==> src/rtl/fwcfg_regbank.sv <==
module fwcfg_regbank #(
  parameter int          N_PERIPH = 40,
  parameter int          N_ZONE   = 2,
  parameter int          N_MASTER = 3,
  parameter logic [7:0]  CHUNK    = 8'h01,
  parameter logic [7:0]  REV      = 8'h02,
  parameter int          AW       = 12
) (
  input  logic                    pclk,
  input  logic                    presetn,
  input  logic                    psel,
  input  logic                    penable,
  input  logic                    pwrite,
  input  logic [AW-1:0]           paddr,
  input  logic [31:0]             pwdata,
  output logic [31:0]             prdata,
  output logic                    pready,
  output logic [2*N_PERIPH-1:0]   attr_o,
  output logic [10*N_ZONE-1:0]    zone_size_o
);

  localparam int WW      = AW - 2;
  localparam int ZSZ_W   = 10;
  localparam int ATTR_W0 = 4;
  localparam int LOCK_W0 = 12;
  localparam int UNMAP_W = 16;
  localparam int HW_W    = 252;
  localparam int VER_W   = 253;
  localparam logic [31:0] HWCFG = {CHUNK, 8'(N_MASTER), 8'(N_PERIPH), 8'(N_ZONE)};

  logic [WW-1:0] word;
  logic          wr_en;
  logic [1:0]    attr_q [N_PERIPH];
  logic          plk_q  [N_PERIPH];
  logic [ZSZ_W-1:0] zsz_q [N_ZONE];
  logic          zlk_q  [N_ZONE];
  logic [255:0]  attr_pad;
  logic [127:0]  lock_pad;
  logic [31:0]   zone_rd [4];
  logic [2:0]    aidx;
  logic [1:0]    lidx;

  assign word   = paddr[AW-1:2];
  assign wr_en  = psel & penable & pwrite;
  assign pready = 1'b1;
  assign aidx   = 3'(word - WW'(ATTR_W0));
  assign lidx   = 2'(word - WW'(LOCK_W0));

  for (genvar i = 0; i < N_PERIPH; i++) begin : g_per
    localparam int AWD = ATTR_W0 + i / 16;
    localparam int AB  = 2 * (i % 16);
    localparam int LWD = LOCK_W0 + i / 32;
    localparam int LB  = i % 32;
    logic hit_a, hit_l;
    assign hit_a = wr_en && (word == WW'(AWD));
    assign hit_l = wr_en && (word == WW'(LWD));

    always_ff @(posedge pclk) begin
      if (!presetn) begin
        attr_q[i] <= 2'b00;
        plk_q[i]  <= 1'b0;
      end else begin
        if (hit_a && !plk_q[i]) attr_q[i] <= pwdata[AB +: 2];
        if (hit_l && pwdata[LB]) plk_q[i] <= 1'b1;
      end
    end

    assign attr_o[2*i +: 2] = attr_q[i];


    plk_sticky_chk: assert property (@(posedge pclk) disable iff (!presetn)
      plk_q[i] |=> plk_q[i]);

    plk_hold_chk: assert property (@(posedge pclk) disable iff (!presetn)
      plk_q[i] |=> $stable(attr_o[2*i +: 2]));
  end

  for (genvar n = 0; n < N_ZONE; n++) begin : g_zone
    logic hit_z;
    assign hit_z = wr_en && (word == WW'(n));

    always_ff @(posedge pclk) begin
      if (!presetn) begin
        zsz_q[n] <= '0;
        zlk_q[n] <= 1'b0;
      end else begin
        if (hit_z && !zlk_q[n]) zsz_q[n] <= pwdata[ZSZ_W-1:0];
        if (hit_z && pwdata[31]) zlk_q[n] <= 1'b1;
      end
    end

    assign zone_size_o[ZSZ_W*n +: ZSZ_W] = zsz_q[n];


    zlk_sticky_chk: assert property (@(posedge pclk) disable iff (!presetn)
      zlk_q[n] |=> zlk_q[n]);

    zlk_hold_chk: assert property (@(posedge pclk) disable iff (!presetn)
      zlk_q[n] |=> $stable(zone_size_o[ZSZ_W*n +: ZSZ_W]));
  end

  always_comb begin
    attr_pad = '0;
    lock_pad = '0;
    for (int i = 0; i < N_PERIPH; i++) begin
      attr_pad[2*i +: 2] = attr_q[i];
      lock_pad[i]        = plk_q[i];
    end
  end

  always_comb begin
    for (int z = 0; z < 4; z++) zone_rd[z] = '0;
    for (int z = 0; z < N_ZONE; z++)
      zone_rd[z] = {zlk_q[z], 21'd0, zsz_q[z]};
  end

  always_comb begin
    prdata = '0;
    if (psel && !pwrite) begin
      if (word < WW'(ATTR_W0))       prdata = zone_rd[word[1:0]];
      else if (word < WW'(LOCK_W0))  prdata = attr_pad[32*aidx +: 32];
      else if (word < WW'(UNMAP_W))  prdata = lock_pad[32*lidx +: 32];
      else if (word == WW'(HW_W))    prdata = HWCFG;
      else if (word == WW'(VER_W))   prdata = {24'd0, REV};
    end
  end


  unmapped_wr_chk: assert property (@(posedge pclk) disable iff (!presetn)
    (wr_en && word >= WW'(UNMAP_W)) |=> ($stable(attr_o) && $stable(zone_size_o)));

  reset_clear_chk: assert property (@(posedge pclk)
    !presetn |=> (attr_o == '0 && zone_size_o == '0));

endmodule

==> config.mk <==
export PLATFORM = sky130hd
export DESIGN_NAME = fwcfg_regbank
export DESIGN_NICKNAME = d
export VERILOG_FILES = /design/src/rtl/fwcfg_regbank.sv
export SDC_FILE = /design/constraint.sdc
export NUM_CORES = 1
export LEC_CHECK = 0
export ABC_AREA = 1
export BUFFER_PORTS_ARGS = -buffer_cell sky130_fd_sc_hd__buf_2
export CAP_MARGIN = 20
export CORE_MARGIN = 2
export CORE_UTILIZATION = 30
export CTS_BUF_LIST = sky130_fd_sc_hd__clkbuf_8 sky130_fd_sc_hd__clkbuf_16
export CTS_CLUSTER_SIZE = 25
export DETAILED_ROUTE_END_ITERATION = 12
export PLACE_DENSITY_LB_ADDON = 0.05
export SYNTH_ARGS = -nofsm -noshare
export SYNTH_HDL_FRONTEND = slang
export SYNTH_SLANG_ARGS = --single-unit
==> constraint.sdc <==
create_clock -name pclk -period 4.25 [get_ports pclk]
set_input_delay 0.2125 -clock pclk [delete_from_list [all_inputs] [get_ports pclk]]
set_output_delay 0.2125 -clock pclk [all_outputs]
set_load 0.05 [all_outputs]
* Yosys cells after proc, flatten, opt, wreduce, memory -nomap -nowiden
Memories as Yosys holds them, arrays and structs flattened.
Cells that the tools add are included.
W data, S select, Z words.
** Word-level totals
- Memories :: 4
- Memory bits (read-only) :: 0
- Bits of input ports :: 49
- Register bits after elaboration :: 0
- Bits in latches :: 0
- RAM bits :: 142
- Output and inout port bits :: 133
- Word-level logic and storage cells :: 589
** Memories
- attr_q :: words 40, width 2, rd ports 40, clocked after Yosys merged registers in 0, wr ports 40, RTL line 33 : logic [1:0] attr_q [N_PERIPH];
- plk_q :: words 40, width 1, rd ports 40, clocked after Yosys merged registers in 0, wr ports 40, RTL line 34 : logic plk_q [N_PERIPH];
- zsz_q :: words 2, width 10, rd ports 2, clocked after Yosys merged registers in 0, wr ports 2, RTL line 35 : logic [ZSZ_W-1:0] zsz_q [N_ZONE];
- zlk_q :: words 2, width 1, rd ports 2, clocked after Yosys merged registers in 0, wr ports 2, RTL line 36 : logic zlk_q [N_ZONE];
** Operators by class
- Magnitude comparators :: 4
- Reductions and logical operators :: 136
- Eq/ne operators :: 8
- Multiply operators :: 0
- Div/mod/pow operators :: 0
- Bitwise logic cells :: 87
- Multiplexer cells :: 346
- Shift-type cells :: 2
- Add/sub/neg operators :: 2
** Operator list (number)
- $mux W1 :: 295
- $shiftx A256 B9 Y32 :: 1
- $mux W32 :: 6
- $shiftx A128 B8 Y32 :: 1
- $logic_and A1 B1 Y1 :: 92
- $or A1 B1 Y1 :: 84
- $mux W2 :: 41
- $bmux W32 S2 :: 1
- $logic_not A1 Y1 :: 43
- $eq A10 B3 Y1 const B :: 3
- $mux W25 :: 1
- $eq A10 B4 Y1 const B :: 2
- $eq A10 B8 Y1 const B :: 2
- $mux W10 :: 2
- $eq A10 B1 Y1 const B :: 1
- $logic_not A10 Y1 :: 1
- $lt A10 B3 Y1 const B :: 1
- $lt A10 B4 Y1 const B :: 1
- $lt A10 B5 Y1 const B :: 1
- $ge A3 B3 Y1 const B :: 1
- $not A2 Y3 :: 1
- $sub A3 B3 Y3 const B :: 1
- $and A1 B1 Y1 :: 2
- $sub A2 B1 Y2 const B :: 1

* Longest topological paths before layout
Gate-level depths: netlist of run 1.
- Depth after elaboration :: 8
- Depth in mapped cells :: 10
- Depth with buffers taken out :: 8

* Worst setup path before layout of run 1
OpenSTA, ideal clock, no wires.
- Kind :: input to register
- Start :: in paddr[8]
- End :: mem zsz_q[0][0] (enable)
- Stages on the path :: 5
- Data required time :: 3.856 ns
- Library setup time :: 0.394 ns
- Buffers on the path :: 0
- Arrival time :: 1.727 ns
- Path slack :: 2.130 ns
- Cell sequence :: nor2_2 -> nand2_1 -> nor2_2 -> inv_1 -> o31ai_1
** RTL lines
- start, declared :: RTL line 14 : input logic [AW-1:0] paddr,
- end, declared :: RTL line 35

* Worst setup path after layout of run 1
- Start :: in paddr[2]
- End :: out prdata[9]
** Between the ends
- Longest elaborated chain between the ends :: 6
- Elaborated cells on any way between the ends :: 15
- Those cells by class :: 2 x add/sub; 3 x order compare; 2 x shift; 7 x mux; 1 x bitwise
** Ends and longest elaborated chain
- parallel branches: the longest is 4 deep, another holds $sub A3 B3 Y3
- $mux W32 * :: RTL line 120 : if (word < WW'(ATTR_W0)) prdata = zone_rd[word[1:0]];
- $mux W32 * :: RTL line 119 : if (psel && !pwrite) begin
- end, declared :: RTL line 16 : output logic [31:0] prdata,
Every way passes the cells marked *. The select of a mux whose other input is x is not followed.

==> results.py, run 1 <==
metrics = {
    "outcome": {
        "status": "finished, final reports clean",
    },
    "synth": {
        "synth-seq-cells": 142,
        "yosysTopAreaCell": "edfxtp_1",
        "syn_avg_cell_area_um2": 8.50,
        "syn-num-nets": 946,
        "yosys_most_used_dff": "edfxtp_1",
        "netlist.area_leader.share": 0.552,
        "async_reset_ff_frac": 0,
        "yosys-top-cells-count": "nand2_1 (233), nor2_1 (150), edfxtp_1 (140)",
        "synth.most_common_cell": "nand2_1",
        "synth-seq-area-share": 0.557,
        "netlist_top_cells_area": "edfxtp_1 (55%), nand2_1 (11%), nor2_1 (7.4%), o21ai_0 (5.9%), a21oi_1 (3.0%)",
        "ys_warn_count": 0,
        "synth_area_um2": 7620,
        "synth_cell_types": 30,
        "synth_edf_count": 140,
        "netlist_instances": 897,
    },
    "cells_and_area": {
        "fillers": 2698,
        "fin_cells": 1392,
        "areaGrowthSynthToFinish_pct": 22.2,
        "drive_gt1_frac": 0.242,
        "diodes": 0,
        "fin_nets": 1100,
    },
    "sta": {
        "relSlewSlack": 0.548,
        "clock_skew_ns": 0.0103,
        "fmax_mhz": 412,
        "finalHoldViolCount": 0,
        "rsz0062_at_grt": "false",
        "report.final.setup_viol": 0,
        "worstMarginPinSlew_ns": 0.678,
        "tns_ns": 0,
        "period_share": 0.572,
        "final_max_slew_viol_count": 0,
        "period_minus_slack_ns": 2.43,
    },
    "clock_network": {
        "htreeDepth": 4,
        "cts_hold_buf": 0,
        "cts_tree": "done",
        "cts_made_buffers": 17,
        "cts_sinks": 142,
        "cts_root_buf": "clkbuf_16",
        "clk_pin_slew_ns": 0.07,
        "cts_resized": 0,
        "cts_max_path_buffers": 2,
        "cts_setup_buffers": 0,
        "insertion_delay_ns": 0.42,
    },
    "worst_setup_path": {
        "startpoint_type": "primary input",
        "path_class": "primary input to output pin",
        "critPathLaunch": "paddr[2]",
        "required_ns": 4.04,
        "arrival_ns": 2.22,
        "critPathCaptureType": "output pin",
        "r2r_start": "zlk_q[0]",
        "crit_path_max_fanout": 27,
    },
    "pwr": {
        "p_leak_nw": 3.95,
        "finalPower_mw": 3.52,
        "power_density_nw_per_um2": 378,
        "vdd_drop_max_mv": 0.208,
    },
    "route": {
        "vias": 6733,
        "drt_iter0_drc": 454,
        "ant_nets": 0,
        "drc": 0,
        "wl_per_cell_um": 18.8,
        "drt_wl_total_um": 26200,
        "routed_via_density": 4.84,
        "drt_first_pass_iters": 4,
    },
    "grt": {
        "gr-total-overflow": 0,
        "grt_pass1_vias": 6458,
        "grt_max_degree": 64,
        "track_usage": 0.199,
        "antenna_found_initial": 0,
        "grt_pass1_wl_um": 38900,
    },
    "die": {
        "core_area_um2": 25000,
        "die_w_um": 163,
        "start_util": 0.304,
        "dieArea_um2": 26700,
        "die_y_um": 163,
        "io_pins": 182,
        "rows": 58,
    },
    "hold_path": {
        "hold_path_class": "primary input to flop",
        "hold_start": "pwdata[0]",
    },
    "placed_design": {
        "dp_cells": 1362,
        "dp_hpwl_um": 18300,
        "gp_congestion": 0.768,
        "port_buffers": 178,
    },
    "job": {
        "drv_cap": 0,
    },
}
through the flow:
stage / util / hold slack, ns / setup slack, ns / cell area (µm²)
finish: 0.372 / 0.0812 / 1.82 / 9320
global route: 0.372 / 0.0816 / 1.67 / 9320
CTS: 0.372 / 0.0723 / 1.77 / 9320
detailed placement: 0.348 / 0.498 / 1.75 / 8720
global placement: 0.348 / 0.490 / 1.76 / 8720
floorplan: - / 0.373 / 2.13 / 7620
final cells by class:
type | count | area (µm²) | area share
Sequential cell | 142 | 4240 | 0.455
Inverter | 69 | 262 | 0.0281
Clock buffer | 17 | 425 | 0.0457
Clock inverter | 13 | 175 | 0.0188
Multi-Input combinational cell | 634 | 2840 | 0.305
Timing Repair Buffer | 187 | 961 | 0.103
Tap cell | 330 | 413 | 0.0443
critical path: stages:
cell and delay (ns):
buf_2 0.18, nor2_4 0.11, buf_4 0.36, nand2_1 0.16
nor2_4 0.50, nand2_1 0.15, nand3_1 0.16, nand2_1 0.07
inv_1 0.05, buf_2 0.25
report_power, final:
group	total, mW	internal [mW]	switching (mW)
logic	0.333	0.0660	0.267
clock network	1.57	0.969	0.600
registers	1.62	1.58	0.0368
state kept, by name, summed over array words and instances, names as in the netlist:
signal	count
zsz_q	20
plk_q	40
zlk_q	2
attr_q	80
final timing paths:
path | end | slack [ns] | cells past startpoint
max | prdata[9] | 1.82 | 10
min | plk_q[8][0] | 0.08 | 3
max reg2reg | zsz_q[0][1] | 3.00 | 2
min reg2reg | plk_q[8][0] | 0.50 | 2
routing by layer:
layer  global-route usage  vias up  part of all wire
met3               0.0310       15             0.051
met1                0.286     3252              0.48
li1                     -     3273                 -
met5                    0        -                 0
met2                0.317      193              0.46
met4               0.0422        0            0.0085
placed cells by master, fill, tap and decap left out, drive strengths merged:
master,instances
conb,1
buf,187
o21ai,94
nand4,4
bufinv,4
a21oi,46
nand3,35
nor3,39
or2,1
nand2,238
nor2,175
o31ai,1
clkinv,14
clkbuf,17
clkinvlp,2
edfxtp,140
inv,62
dfxtp,2
cell families (layout without fill, tap and decap cells):
| logic type | count (synthesis) | count (layout) | synth area share |
|---|---|---|---|
| and+or+nand+nor | 492 | 492 | 0.279 |
| buffers and inverters | 121 | 286 | 0.0709 |
| DFF | 142 | 142 | 0.557 |
| AOI/OAI and AO/OA | 141 | 141 | 0.0929 |
| other | 1 | 1 | 0.000492 |
Power figures use the tool's default switching activity.
==> inputs of run 2 (changes only) <==
Clock period 4.25 ns to 2.5 ns, I/O delays scaled along.
==> results.py, run 2 (same netlist as run 1, synthesis figures left out) <==
metrics = {
    "worst_setup_path": {
        "arrival_ns": 1.84,
        "path_class": "primary input to output pin",
        "crit_path_max_fanout": 16,
        "required_ns": 2.38,
        "critPathCaptureType": "output pin",
        "startpoint_type": "primary input",
    },
    "pwr": {
        "p_leak_nw": 4.04,
        "vdd_drop_max_mv": 0.350,
        "power_density_nw_per_um2": 629,
    },
    "placed_design": {
        "gp_congestion": 0.785,
        "dp_hpwl_um": 19100,
        "placed_area_um2": 8850,
        "dp_cells": 1380,
        "port_buffers": 178,
    },
    "cells_and_area": {
        "top_register": "attr_q",
        "largest_reg_flops": 80,
        "fin_area_um2": 9460,
        "reg.largest.list": "attr_q x80, plk_q x40, zsz_q x20",
        "areaGrowthSynthToFinish_pct": 24.1,
        "final_common_cell": "nand2_1",
        "fin_cells": 1414,
        "layout.cells.most_common_list": "nand2_1 (233), buf_2 (177), nor2_1 (150), edfxtp_1 (140), o21ai_0 (90)",
        "drive_gt1_frac": 0.256,
        "fin_nets": 1119,
    },
    "sta": {
        "rsz0062_at_grt": "false",
        "finalHoldViolCount": 0,
        "relSlewSlack": 0.563,
        "period_minus_slack_ns": 1.97,
        "period_share": 0.788,
        "worstMarginPinSlew_ns": 0.656,
        "tns_ns": 0,
        "report.final.setup_viol": 0,
        "final_max_slew_viol_count": 0,
        "clock_skew_ns": 0.0107,
        "fmax_mhz": 508,
    },
    "die": {
        "start_util": 0.304,
        "die_y_um": 163,
        "rows": 58,
        "io_pins": 182,
        "core_area_um2": 25000,
        "die_w_um": 163,
        "dieArea_um2": 26700,
    },
    "route": {
        "drc": 0,
        "wl_per_cell_um": 18.6,
        "drt_wl_total_um": 26300,
        "vias": 6706,
        "drt_iter0_drc": 473,
        "ant_nets": 0,
        "routed_via_density": 4.74,
        "drt_first_pass_iters": 5,
    },
    "grt": {
        "track_usage": 0.198,
        "grt_pass1_wl_um": 38800,
        "grt_pass1_vias": 6485,
        "gr-total-overflow": 0,
        "antenna_found_initial": 0,
        "grt_max_degree": 65,
    },
    "clock_network": {
        "cts_made_buffers": 17,
        "cts_setup_buffers": 0,
        "insertion_delay_ns": 0.42,
        "cts_root_buf": "clkbuf_16",
        "htreeDepth": 4,
        "clk_pin_slew_ns": 0.06,
        "cts_sinks": 142,
        "cts_resized": 0,
        "cts_tree": "done",
        "cts_max_path_buffers": 2,
    },
    "outcome": {
        "status": "finished, final reports clean",
    },
    "hold_path": {
        "hold_path_class": "primary input to flop",
    },
    "job": {
        "drv_cap": 0,
    },
}
==> run 2: what timing repair did <==
action                                 CTS  global route
setup endpoints to repair                0             0
endpoints found under the hold margin    1             0
hold buffers                             1             0
==> run 2: critical path, cell delays in order <==
cell and delay (ns):
buf_2 0.11, nor2_2 0.19, nand3_4 0.18, nor2_8 0.29, buf_4 0.32, nand2_1 0.08
a21oi_1 0.22, buf_2 0.31
==> run 2: metal layers <==
metal	global-route usage	up-vias	wire length (µm)	part of all wire
li1	-	3306	-	-
met1	0.284	3163	12200	0.47
met2	0.315	228	12200	0.47
met3	0.0300	9	1590	0.061
met4	0.0438	0	214	0.0082
met5	0	-	0	0
==> run 2: area by class of cell <==
cell class                 instances  area (µm²)
clock inverter                    15         170
clock buffer                      17         425
inverter                          69         262
sequential                       142        4240
tap                              330         413
antenna                            1        2.50
timing repair buffer             206        1110
multi-input combinational        634        2840
fill                            2654       15600
==> run 2: through the flow <==
step	setup WS, ns	hold WS (ns)	power, mW	util
floorplan	0.467	0.285	3.16	-
global placement	0.447	0.428	3.39	0.354
detailed placement	0.468	0.427	3.39	0.354
CTS	0.516	0.0120	6.01	0.378
global route	0.375	0.0203	6.15	0.378
finish	0.530	0.0174	5.95	0.378
==> run 2: final timing paths <==
kind	startpoint	endpoint	slack, ns	cells past startpoint
max	paddr[6]	prdata[12]	0.53	8
min reg2reg	plk_q[8][0]	plk_q[8][0]	0.50	2
min	pwdata[31]	zlk_q[1]	0.02	3
max reg2reg	zlk_q[1]	zsz_q[1][6]	1.24	3
==> run 2: power breakdown <==
group	switching, mW	internal (mW)
Clock	1.05	1.57
Sequential	0.0647	2.69
Combinational	0.455	0.126
==> inputs of run 3 (changes only) <==
Clock period 2.5 ns to 1.8 ns, I/O delays scaled along.
==> results.py, run 3 (same netlist as run 1, synthesis figures left out) <==
metrics = {
    "outcome": {
        "status": "finished, final reports clean",
    },
    "worst_setup_path": {
        "critPathLaunch": "plk_q[1][0]",
        "path_class": "flop to output pin",
        "required_ns": 1.71,
        "crit_slowest_cell": "edfxtp_1",
        "r2r_start": "zlk_q[0]",
        "critPathCaptureType": "output pin",
        "crit_path_max_fanout": 3,
        "startpoint_type": "flop",
        "arrival_ns": 1.62,
        "cp_top_family": "compound AO/OA/AOI/OAI gates",
        "path_cells": "nand2_1 -> o21ai_0 -> a21oi_1 -> a21oi_2 -> clkbuf_4",
        "max_stage_delay_ns": 0.42,
        "path_buf_inv": 1,
    },
    "route": {
        "drc": 0,
        "wl_per_cell_um": 18.5,
        "drt_wl_total_um": 26500,
        "drt_iter0_drc": 499,
        "ant_nets": 0,
        "routed_via_density": 4.75,
        "vias": 6805,
        "drt_first_pass_iters": 6,
    },
    "cells_and_area": {
        "fin_nets": 1141,
        "diodes": 0,
        "fin_area_um2": 9850,
        "final_common_cell": "nand2_1",
        "top_register": "attr_q",
        "drive_gt1_frac": 0.277,
        "layout.cells.most_common_list": "nand2_1 (233), buf_2 (171), nor2_1 (150), edfxtp_1 (140), o21ai_0 (88)",
        "reg.largest.list": "attr_q x80, plk_q x40, zsz_q x20",
        "final_util": 0.393,
        "areaGrowthSynthToFinish_pct": 29.2,
        "largest_reg_flops": 80,
    },
    "hold_path": {
        "hold_start": "pwdata[21]",
        "hold_path_class": "primary input to flop",
    },
    "grt": {
        "track_usage": 0.202,
        "grt_max_degree": 95,
        "antenna_found_initial": 0,
        "gr-total-overflow": 0,
        "grt_pass1_vias": 6605,
        "grt_pass1_wl_um": 39600,
    },
    "sta": {
        "clock_skew_ns": 0.0119,
        "period_share": 0.951,
        "finalHoldViolCount": 0,
        "period_minus_slack_ns": 1.71,
        "relSlewSlack": 0.611,
        "tns_ns": 0,
        "fin_hold_ws_ns": 0.0105,
        "worstMarginPinSlew_ns": 0.580,
        "report.final.setup_viol": 0,
        "rsz0062_at_grt": "false",
        "final_max_slew_viol_count": 0,
        "fmax_mhz": 584,
    },
    "die": {
        "die_w_um": 163,
        "rows": 58,
        "dieArea_um2": 26700,
        "start_util": 0.304,
        "die_y_um": 163,
        "io_pins": 182,
        "core_area_um2": 25000,
    },
    "pwr": {
        "power_density_nw_per_um2": 834,
        "finalPower_mw": 8.21,
        "p_leak_nw": 4.20,
        "vdd_drop_max_mv": 0.560,
    },
    "clock_network": {
        "cts_sinks": 142,
        "insertion_delay_ns": 0.42,
        "htreeDepth": 4,
        "cts_made_buffers": 17,
        "cts_max_path_buffers": 2,
        "clk_pin_slew_ns": 0.07,
        "cts_setup_buffers": 0,
        "cts_root_buf": "clkbuf_16",
        "cts_tree": "done",
    },
    "placed_design": {
        "gp_congestion": 0.784,
        "port_buffers": 178,
        "dp_hpwl_um": 19500,
        "placed_area_um2": 9220,
    },
    "job": {
        "drv_cap": 0,
    },
}
-- run 3: stage by stage --
stage | worst slack, ns | instances
after floorplan | 0.00278 | 897
after global placement | 0.0693 | 1400
after detailed placement | 0.0944 | 1400
after CTS | 0.00321 | 1434
after global routing | 0.00306 | 1434
final | 0.0875 | 1434
-- run 3: report_power, final --
part / internal [mW] / leakage, nW / switching [mW]
registers: 3.73 / 1.46 / 0.0895
clock network: 2.03 / 0.272 / 1.48
logic: 0.227 / 2.47 / 0.652
total: 5.99 / 4.20 / 2.22
-- run 3: final timing paths --
check                               endpoint  slack [ns]  cells past startpoint
worst min register to register   plk_q[8][0]        0.50                      2
worst min-delay path            attr_q[2][5]        0.01                      3
worst max register to register   zsz_q[0][2]        0.57                      2
worst max-delay path               prdata[4]        0.09                      5
-- run 3: repair_timing --
| item | in CTS | in global routing |
|---|---|---|
| gates resized for setup | 2 | 10 |
| hold buffers | 3 | 0 |
| endpoints found under the hold margin | 3 | 0 |
| setup endpoints to repair | 2 | 6 |
| pin swaps | 0 | 1 |
-- run 3: layer usage --
layer | wire (µm) | vias to the layer above | track usage
met1 | 12900 | 3256 | 0.296
met4 | 122 | 0 | 0.0362
li1 | - | 3350 | -
met3 | 1280 | 11 | 0.0300
met2 | 12200 | 188 | 0.320
met5 | 0 | - | 0
-- run 3: area by class of cell --
| class | count | area [µm²] |
|---|---|---|
| multi-input combinational | 634 | 2870 |
| timing repair buffer | 228 | 1490 |
| tap | 330 | 413 |
| clock buffer | 17 | 425 |
| inverter | 69 | 262 |
| clock inverter | 14 | 148 |
| sequential | 142 | 4240 |
| fill | 2646 | 15200 |
-- run 3: worst min-delay path: stages --
cell	delay (ns)
buf_2	0.07
inv_1	0.06
nor2_1	0.09
